**src/rtl/ssadc_pkg.sv**
```systemverilog
package ssadc_pkg;
  localparam int DEF_CODE_W = 14;
  localparam int DEF_MIN_W  = 9;

  function automatic logic [31:0] gray_of(input logic [31:0] b);
    return b ^ (b >> 1);
  endfunction
endpackage

```
**src/rtl/ssadc_res_decode.sv**
```systemverilog
module ssadc_res_decode #(
  parameter int CODE_W = 14,
  parameter int MIN_W  = 9,
  parameter int SEL_W  = 3,
  localparam int WID_W = $clog2(CODE_W + 1)
) (
  input  logic [SEL_W-1:0] sel_i,
  output logic [WID_W-1:0] width_o
);
  always_comb begin
    if (int'(sel_i) > CODE_W - MIN_W) width_o = WID_W'(CODE_W);
    else                              width_o = WID_W'(MIN_W) + WID_W'(sel_i);
  end
endmodule

```
**src/rtl/ssadc_gray_counter.sv**
```systemverilog
module ssadc_gray_counter
  import ssadc_pkg::*;
#(
  parameter int CODE_W = 14,
  localparam int WID_W = $clog2(CODE_W + 1)
) (
  input  logic              clk,
  input  logic              rst_n,
  input  logic              start_i,
  input  logic [WID_W-1:0]  width_i,
  output logic [CODE_W-1:0] gray_o,
  output logic [CODE_W-1:0] mask_o,
  output logic              run_o,
  output logic              at_max_o
);
  logic [CODE_W-1:0] bin_q;
  logic [WID_W-1:0]  width_q;
  logic              run_q;

  always_comb begin
    for (int b = 0; b < CODE_W; b++) mask_o[b] = (b < int'(width_q));
  end

  assign at_max_o = run_q && (bin_q == mask_o);
  assign run_o    = run_q;
  assign gray_o   = CODE_W'(gray_of(32'(bin_q)));

  always_ff @(posedge clk) begin
    if (!rst_n) begin
      bin_q   <= '0;
      width_q <= WID_W'(CODE_W);
      run_q   <= 1'b0;
    end else if (start_i) begin
      bin_q   <= '0;
      width_q <= width_i;
      run_q   <= 1'b1;
    end else if (run_q) begin
      if (at_max_o) run_q <= 1'b0;
      else          bin_q <= bin_q + 1'b1;
    end
  end

  // one bit changes per counting step
  a_r4_one_step: assert property (@(posedge clk) disable iff (!rst_n)
    (run_q && !at_max_o && !start_i) |=> ($countones(gray_o ^ $past(gray_o)) == 1));
  // terminal flag lasts one cycle
  a_r8_done_pulse: assert property (@(posedge clk) disable iff (!rst_n)
    (at_max_o && !start_i) |=> !at_max_o);
  // start zeroes the count and arms the counter
  a_r2_clear: assert property (@(posedge clk) disable iff (!rst_n)
    start_i |=> (gray_o == '0 && run_o));
  // width mask held during a conversion
  a_r10_width_hold: assert property (@(posedge clk) disable iff (!rst_n)
    (run_q && !start_i) |=> $stable(mask_o));
endmodule

```
**src/rtl/ssadc_chan_latch.sv**
```systemverilog
module ssadc_chan_latch #(
  parameter int CODE_W = 14
) (
  input  logic              clk,
  input  logic              rst_n,
  input  logic              start_i,
  input  logic              run_i,
  input  logic              at_max_i,
  input  logic [CODE_W-1:0] gray_i,
  input  logic [CODE_W-1:0] mask_i,
  input  logic              cmp_i,
  output logic [CODE_W-1:0] code_o
);
  logic cmp_q, captured_q;
  logic [CODE_W-1:0] code_q;
  logic fire;

  assign fire   = run_i && !captured_q && ((cmp_i && !cmp_q) || at_max_i);
  assign code_o = code_q;

  always_ff @(posedge clk) begin
    if (!rst_n) begin
      cmp_q      <= 1'b0;
      captured_q <= 1'b0;
      code_q     <= '0;
    end else begin
      cmp_q <= cmp_i;
      if (start_i) begin
        captured_q <= 1'b0;
        code_q     <= '0;
      end else if (fire) begin
        captured_q <= 1'b1;
        code_q     <= gray_i;
      end
    end
  end

  // a captured code is frozen until restart
  a_r6_hold: assert property (@(posedge clk) disable iff (!rst_n)
    (captured_q && !start_i) |=> $stable(code_q));
  // terminal count always leaves the channel captured
  a_r7_saturate: assert property (@(posedge clk) disable iff (!rst_n)
    (at_max_i && !start_i) |=> captured_q);
  // no bits above the selected width
  a_r9_upper_zero: assert property (@(posedge clk) disable iff (!rst_n)
    ((code_q & ~mask_i) == '0));
endmodule

```
**src/rtl/ssadc_bank.sv**
```systemverilog
module ssadc_bank
  import ssadc_pkg::*;
#(
  parameter int NCH    = 128,
  parameter int CODE_W = DEF_CODE_W,
  parameter int MIN_W  = DEF_MIN_W,
  parameter int SEL_W  = 3,
  localparam int WID_W = $clog2(CODE_W + 1)
) (
  input  logic                  clk,
  input  logic                  rst_n,
  input  logic                  conv_start,
  input  logic [SEL_W-1:0]      res_sel,
  input  logic [NCH-1:0]        cmp_i,
  output logic [NCH*CODE_W-1:0] codes_o,
  output logic                  done_o
);
  logic [WID_W-1:0]  width_d;
  logic [CODE_W-1:0] gray_w, mask_w;
  logic              run_w, at_max_w;

  ssadc_res_decode #(.CODE_W(CODE_W), .MIN_W(MIN_W), .SEL_W(SEL_W)) u_dec (
    .sel_i(res_sel), .width_o(width_d)
  );

  ssadc_gray_counter #(.CODE_W(CODE_W)) u_cnt (
    .clk(clk), .rst_n(rst_n), .start_i(conv_start), .width_i(width_d),
    .gray_o(gray_w), .mask_o(mask_w), .run_o(run_w), .at_max_o(at_max_w)
  );

  for (genvar c = 0; c < NCH; c++) begin : g_ch
    ssadc_chan_latch #(.CODE_W(CODE_W)) u_lat (
      .clk(clk), .rst_n(rst_n), .start_i(conv_start), .run_i(run_w),
      .at_max_i(at_max_w), .gray_i(gray_w), .mask_i(mask_w),
      .cmp_i(cmp_i[c]), .code_o(codes_o[c*CODE_W +: CODE_W])
    );
  end

  assign done_o = at_max_w;

  // quiet after reset
  a_r1_reset: assert property (@(posedge clk)
    $past(!rst_n) |-> (!done_o && codes_o == '0));
endmodule

```
**config.mk**
```make
export PLATFORM = sky130hd
export DESIGN_NAME = ssadc_bank
export DESIGN_NICKNAME = d
export VERILOG_FILES = /design/src/rtl/ssadc_pkg.sv /design/src/rtl/ssadc_res_decode.sv /design/src/rtl/ssadc_gray_counter.sv /design/src/rtl/ssadc_chan_latch.sv /design/src/rtl/ssadc_bank.sv
export SDC_FILE = /design/constraint.sdc
export NUM_CORES = 2
export LEC_CHECK = 0
export ABC_AREA = 1
export ABC_CLOCK_PERIOD_IN_PS = 2400
export BUFFER_PORTS_ARGS = -buffer_cell sky130_fd_sc_hd__clkbuf_2
export CORE_AREA = 2 2 749 751
export DETAILED_ROUTE_END_ITERATION = 12
export DIE_AREA = 0 0 751 753
export PLACE_DENSITY_LB_ADDON = 0.3
export SLEW_MARGIN = 10
export SYNTH_ARGS = -nofsm -noshare
export SYNTH_HDL_FRONTEND = slang
export SYNTH_SLANG_ARGS = --single-unit
```
**constraint.sdc**
```tcl
create_clock -name clk -period 2.4 [get_ports clk]
set_clock_uncertainty 0.05 [all_clocks]
set_input_delay 0.24 -clock clk [delete_from_list [all_inputs] [get_ports clk]]
set_output_delay 0.24 -clock clk [all_outputs]
set_load 0.03 [all_outputs]
```
==> results_tabular.tex <==
\begin{tabular}{lr}
\hline
Metric & Value \\
\hline
\multicolumn{2}{l}{\textbf{Yosys}} \\
Total nets after synthesis & 12.2k \\
Synthesized netlist cell count & 12.0k \\
Sequential element share of the synthesized area & 48.7\% \\
FF+latch count, synth & around 2.1k \\
Average cell area after synthesis & 7.06 µm² \\
Area of the mapped netlist & between 80,000 and 90,000 µm² \\
Distinct cells, synth & 28 \\
YS warnings & 0 \\
\multicolumn{2}{l}{\textbf{Global routing}} \\
GR peak layer & met2 \\
Met3 usage & under 10\% \\
Number of antenna violations at the first check in global routing & 39 \\
Pin count of the biggest net entering global routing & 99 \\
Total congestion overflow & 0 \\
Global-route wire length before repair & 590,000 µm \\
Met2 usage in global routing & 23.1\% \\
Overall fraction of global-route tracks in use & 14.0\% \\
Vias in the first global route & 78.7k \\
Met1 Track Usage GR & 17.7\% \\
\multicolumn{2}{l}{\textbf{Route}} \\
Total wire length after detailed routing & 438,000 µm \\
Iteration-0 DRC Markers & between 7k and 8k \\
Via count & 89.0k \\
Remaining antenna violation count after routing & 0 \\
DRC violations left & 0 \\
Drt first pass iters & 5 \\
Detail-routed via count per cell & 4.06 \\
Routed length per instance & 20.0 µm \\
\multicolumn{2}{l}{\textbf{Setup path}} \\
CP delay by family, top & buffers and inverters \\
Delay of the slowest cell on the worst path & 0.38 ns \\
Buffers plus inverters on the worst setup path & 10 \\
Startpoint kind of the worst setup timing path & flop \\
Series of cell instances along the critical path & buf\_12, o21ai\_4, nand2\_1, nand2\_1, nand3\_2, nor3\_2, buf\_4, nand2\_4, buf\_4, buf\_6, buf\_6, buf\_6, buf\_16, buf\_16, buf\_12, nand2\_8, buf\_12, nand2\_4, nand2\_2, nand2\_2, nor2\_1 \\
Reg2Reg Capture Point & g\_ch[50].u\_lat.code\_o[12] \\
Type of destination of the critical path & flop \\
Worst reg2reg path depth & 21 \\
Startpoint of the worst-slack reg-to-reg timing path & u\_cnt.width\_q[2] \\
CP Data Arrival Time & 3.73 ns \\
Max stage delay cell, worst path & sky130\_fd\_sc\_hd\_\_dfxtp\_4 \\
Register-to-register setup slack & -0.54 ns \\
Required time of the critical path & 3.19 ns \\
Critical path start-end classification & flop to flop \\
Critical-path maximum fanout & 7 \\
\multicolumn{2}{l}{\textbf{STA}} \\
Unrepaired setup endpoints after global routing & yes \\
Number of pins exceeding their max-slew limit in the final report & 0 \\
Final TNS setup & -486.24 ns \\
Crit path time final & 2.94 ns \\
Relative slew slack & 17.8\% \\
Highest clock rate & 341 MHz \\
Final worst-path cycle share & 122\% \\
Final worst setup slack & -0.537 ns \\
Total count of hold-check failures in the final report & 0 \\
Final setup fails & 1,781 \\
Slew of the pin with the lowest slew margin & 1.23 ns \\
\multicolumn{2}{l}{\textbf{Pwr}} \\
Switching power total & 28.1 mW \\
Maximum vdd drop & between 400 and 500 µV \\
Areal power density over the cells & 735 nW/µm² \\
Clock network power share & approximately 44\% \\
Total power & 92.7 mW \\
Total internal power & 64.7 mW \\
Static leakage & 53.7 nW \\
Net switching fraction of the power & 30.3\% \\
Fraction of power consumed by combinational cells & 16.8\% \\
Reg power frac & 39.0\% \\
\multicolumn{2}{l}{\textbf{Floorplan}} \\
Number of placement rows & 275 \\
Die boundary width & 751 µm \\
Die ar. & roughly 570,000 µm² \\
Std-Cell Core Area & 558,000 µm² \\
Height of the die & 753 µm \\
Initial Util & 15.2\% \\
Number of ports placed on the die boundary & approximately 1.9k \\
\multicolumn{2}{l}{\textbf{Placement}} \\
Final weighted congestion in routability-driven placement & 0.800 \\
Worst slack at placement & -0.150 ns \\
Instance area at placement & 107,000 µm² \\
DP Cell Count & 21.0k \\
Buffers on Ports & about 1.9k \\
Hpwl dp & 292,000 µm \\
\multicolumn{2}{l}{\textbf{Clock network}} \\
Clk root buf & sky130\_fd\_sc\_hd\_\_clkbuf\_16 \\
Source-to-sink clock delay at the later pin of the worst-skew pair & 0.90 ns \\
Inserted Clock Buffers & 265 \\
Maximum count of clock buffers along a single path & 4 \\
CTS H-tree lvls & 5 \\
Clock Sinks & between 2k and 2.5k \\
Clock-pin slew on the worst setup and hold paths & $\sim$0.06 ns \\
TritonCTS clock tree & done \\
\multicolumn{2}{l}{\textbf{Flow run}} \\
Count of maximum capacitance violations & 0 \\
\multicolumn{2}{l}{\textbf{Layout}} \\
Net count reported at finish & 14.4k \\
P\&R area growth vs syn & 48.5\% \\
Final std cells w/o fill & $\sim$22k \\
Filler instances & 62.3k \\
Fraction of final layout cells with drive strength greater than 1 & 26.3\% \\
Design area & between 100,000 and 150,000 µm² \\
\multicolumn{2}{l}{\textbf{Hold path}} \\
Terminating pin of the worst hold path & g\_ch[75].u\_lat.cmp\_q \\
Hold path startpoint & cmp\_i[75] \\
Number of cells on the worst hold path & 4 \\
Class of the worst hold path & input port to flop \\
\multicolumn{2}{l}{\textbf{Run status}} \\
Run status & complete, but fails checks \\
Failing checks & setup timing \\
\hline
\end{tabular}
-- per-layer routing --
metal	share of wire, %	vias to the layer above
met3	8.3	602
met4	3.5	12
met2	46	3171
met5	0.017	-
li1	-	43100
met1	42	42100
-- through the flow --
step	hold WS, ns	util [%]
global placement	0.385	19.2
global route	0.0745	22.6
finish	0.162	22.6
detailed placement	0.387	19.2
CTS	0.00334	21.8
floorplan	0.283	-
-- logic make-up after synthesis --
logic type	synth area share (%)
simple gates	31.2
buf+inv	9.17
flops	48.7
compound gates	10.5
xor+xnor	0.165
fa+ha+maj	0.206
-- cells in the mapped netlist --
cell type	number	share of area, %
sky130_fd_sc_hd__nand3_1	1774	10
sky130_fd_sc_hd__clkinv_1	1	0.0044
sky130_fd_sc_hd__or2_2	1	0.0074
sky130_fd_sc_hd__dfxtp_1	2067	49
sky130_fd_sc_hd__inv_1	574	2.5
sky130_fd_sc_hd__nor3_1	5	0.029
sky130_fd_sc_hd__clkbuf_1	551	2.4
sky130_fd_sc_hd__nand3b_1	3	0.027
sky130_fd_sc_hd__o21ai_1	1	0.0059
sky130_fd_sc_hd__nand2_4	20	0.27
sky130_fd_sc_hd__nand2_2	10	0.074
sky130_fd_sc_hd__nand2_1	2633	12
sky130_fd_sc_hd__buf_4	123	1.1
sky130_fd_sc_hd__o211ai_1	1	0.0088
sky130_fd_sc_hd__a21oi_1	1775	10
sky130_fd_sc_hd__buf_2	162	0.95
sky130_fd_sc_hd__buf_6	80	1.1
sky130_fd_sc_hd__buf_1	246	1.1
sky130_fd_sc_hd__o21bai_1	1	0.0088
sky130_fd_sc_hd__a32oi_1	3	0.031
sky130_fd_sc_hd__nor2_2	1	0.0074
sky130_fd_sc_hd__o21ai_0	5	0.029
sky130_fd_sc_hd__xnor2_1	2	0.021
sky130_fd_sc_hd__xor2_1	14	0.14
sky130_fd_sc_hd__nand4_1	1	0.0074
sky130_fd_sc_hd__nor2_1	1968	8.7
sky130_fd_sc_hd__inv_2	2	0.0088
sky130_fd_sc_hd__ha_1	14	0.21
-- cells in the final DEF, fill, tap and decap left out, drive strengths merged, types with 21 or more instances in the layout --
master and instances:
nand2 2665, clkbuf 2378, dfxtp 2067, nor2 1969, a21oi 1775, nand3 1774
buf 762, inv 593, dlygate4sd3 359, clkinv 39, diode 21
-- flip-flops by register name (all words and copies together) (netlist names) --
signal,count
g_ch.u_lat.captured_q,128
u_cnt.run_o,1
u_cnt.width_q,4
u_cnt.bin_q,14
g_ch.u_lat.code_o,1792
g_ch.u_lat.cmp_q,128
-- timing repair --
action | CTS | global route
endpoints found under the setup margin | 1352 | 1935
buffers inserted | 30 | 15
gates resized for setup | 163 | 592
hold endpoints to repair | 1780 | 0
cloned | 35 | 84
pin swaps | 44 | 135
hold buffers | 359 | 0
-- cell type report --
class | count | area (µm²) | share of cell area (%)
Antenna cell | 21 | 52.6 | 0.0417
Sequential cell | 2067 | 41400 | 32.8
Multi-Input combinational cell | 8234 | 39100 | 31.0
Timing Repair Buffer | 3114 | 25200 | 20.0
Clock inverter | 72 | 966 | 0.766
Inverter | 577 | 2280 | 1.81
Clock buffer | 387 | 7790 | 6.18
Tap cell | 7479 | 9360 | 7.42
-- worst max path at each step --
stage                           startpoint                   endpoint  slack [ns]  depth (start not counted)
final                     u_cnt.width_q[2]  g_ch[50].u_lat.code_o[12]       -0.54                         21
after global routing      u_cnt.width_q[2]  g_ch[50].u_lat.code_o[12]       -0.70                         21
after CTS                 u_cnt.width_q[2]                     done_o       -0.63                         12
after detailed placement  u_cnt.width_q[2]  g_ch[124].u_lat.code_o[9]       -0.15                         16
after global placement    u_cnt.width_q[2]  g_ch[124].u_lat.code_o[9]       -0.20                         16
after floorplan           u_cnt.width_q[1]                     done_o        0.32                         12
-- worst register-to-register path, stage by stage, from the launching register on --
cell and delay (ns):
sky130_fd_sc_hd__dfxtp_4 0.38, sky130_fd_sc_hd__buf_12 0.14, sky130_fd_sc_hd__o21ai_4 0.12, sky130_fd_sc_hd__nand2_1 0.06, sky130_fd_sc_hd__nand2_1 0.08, sky130_fd_sc_hd__nand3_2 0.07, sky130_fd_sc_hd__nor3_2 0.18, sky130_fd_sc_hd__buf_4 0.14
sky130_fd_sc_hd__nand2_4 0.05, sky130_fd_sc_hd__buf_4 0.13, sky130_fd_sc_hd__buf_6 0.10, sky130_fd_sc_hd__buf_6 0.10, sky130_fd_sc_hd__buf_6 0.11, sky130_fd_sc_hd__buf_16 0.16, sky130_fd_sc_hd__buf_16 0.19, sky130_fd_sc_hd__buf_12 0.21
sky130_fd_sc_hd__nand2_8 0.13, sky130_fd_sc_hd__buf_12 0.17, sky130_fd_sc_hd__nand2_4 0.10, sky130_fd_sc_hd__nand2_2 0.09, sky130_fd_sc_hd__nand2_2 0.04, sky130_fd_sc_hd__nor2_1 0.10
-- power by group through the flow --
stage / clock network, mW / logic [mW] / registers (mW)
6_report: 41.0 / 15.6 / 36.2
5_1_grt: 43.5 / 16.9 / 36.2
4_1_cts: 42.2 / 14.7 / 36.1
3_5_place_dp: 0 / 13.7 / 36.9
3_3_place_gp: 0 / 13.6 / 36.9
2_1_floorplan: 0 / 7.06 / 38.5
Note: power is estimated with default switching activity, not from simulation.
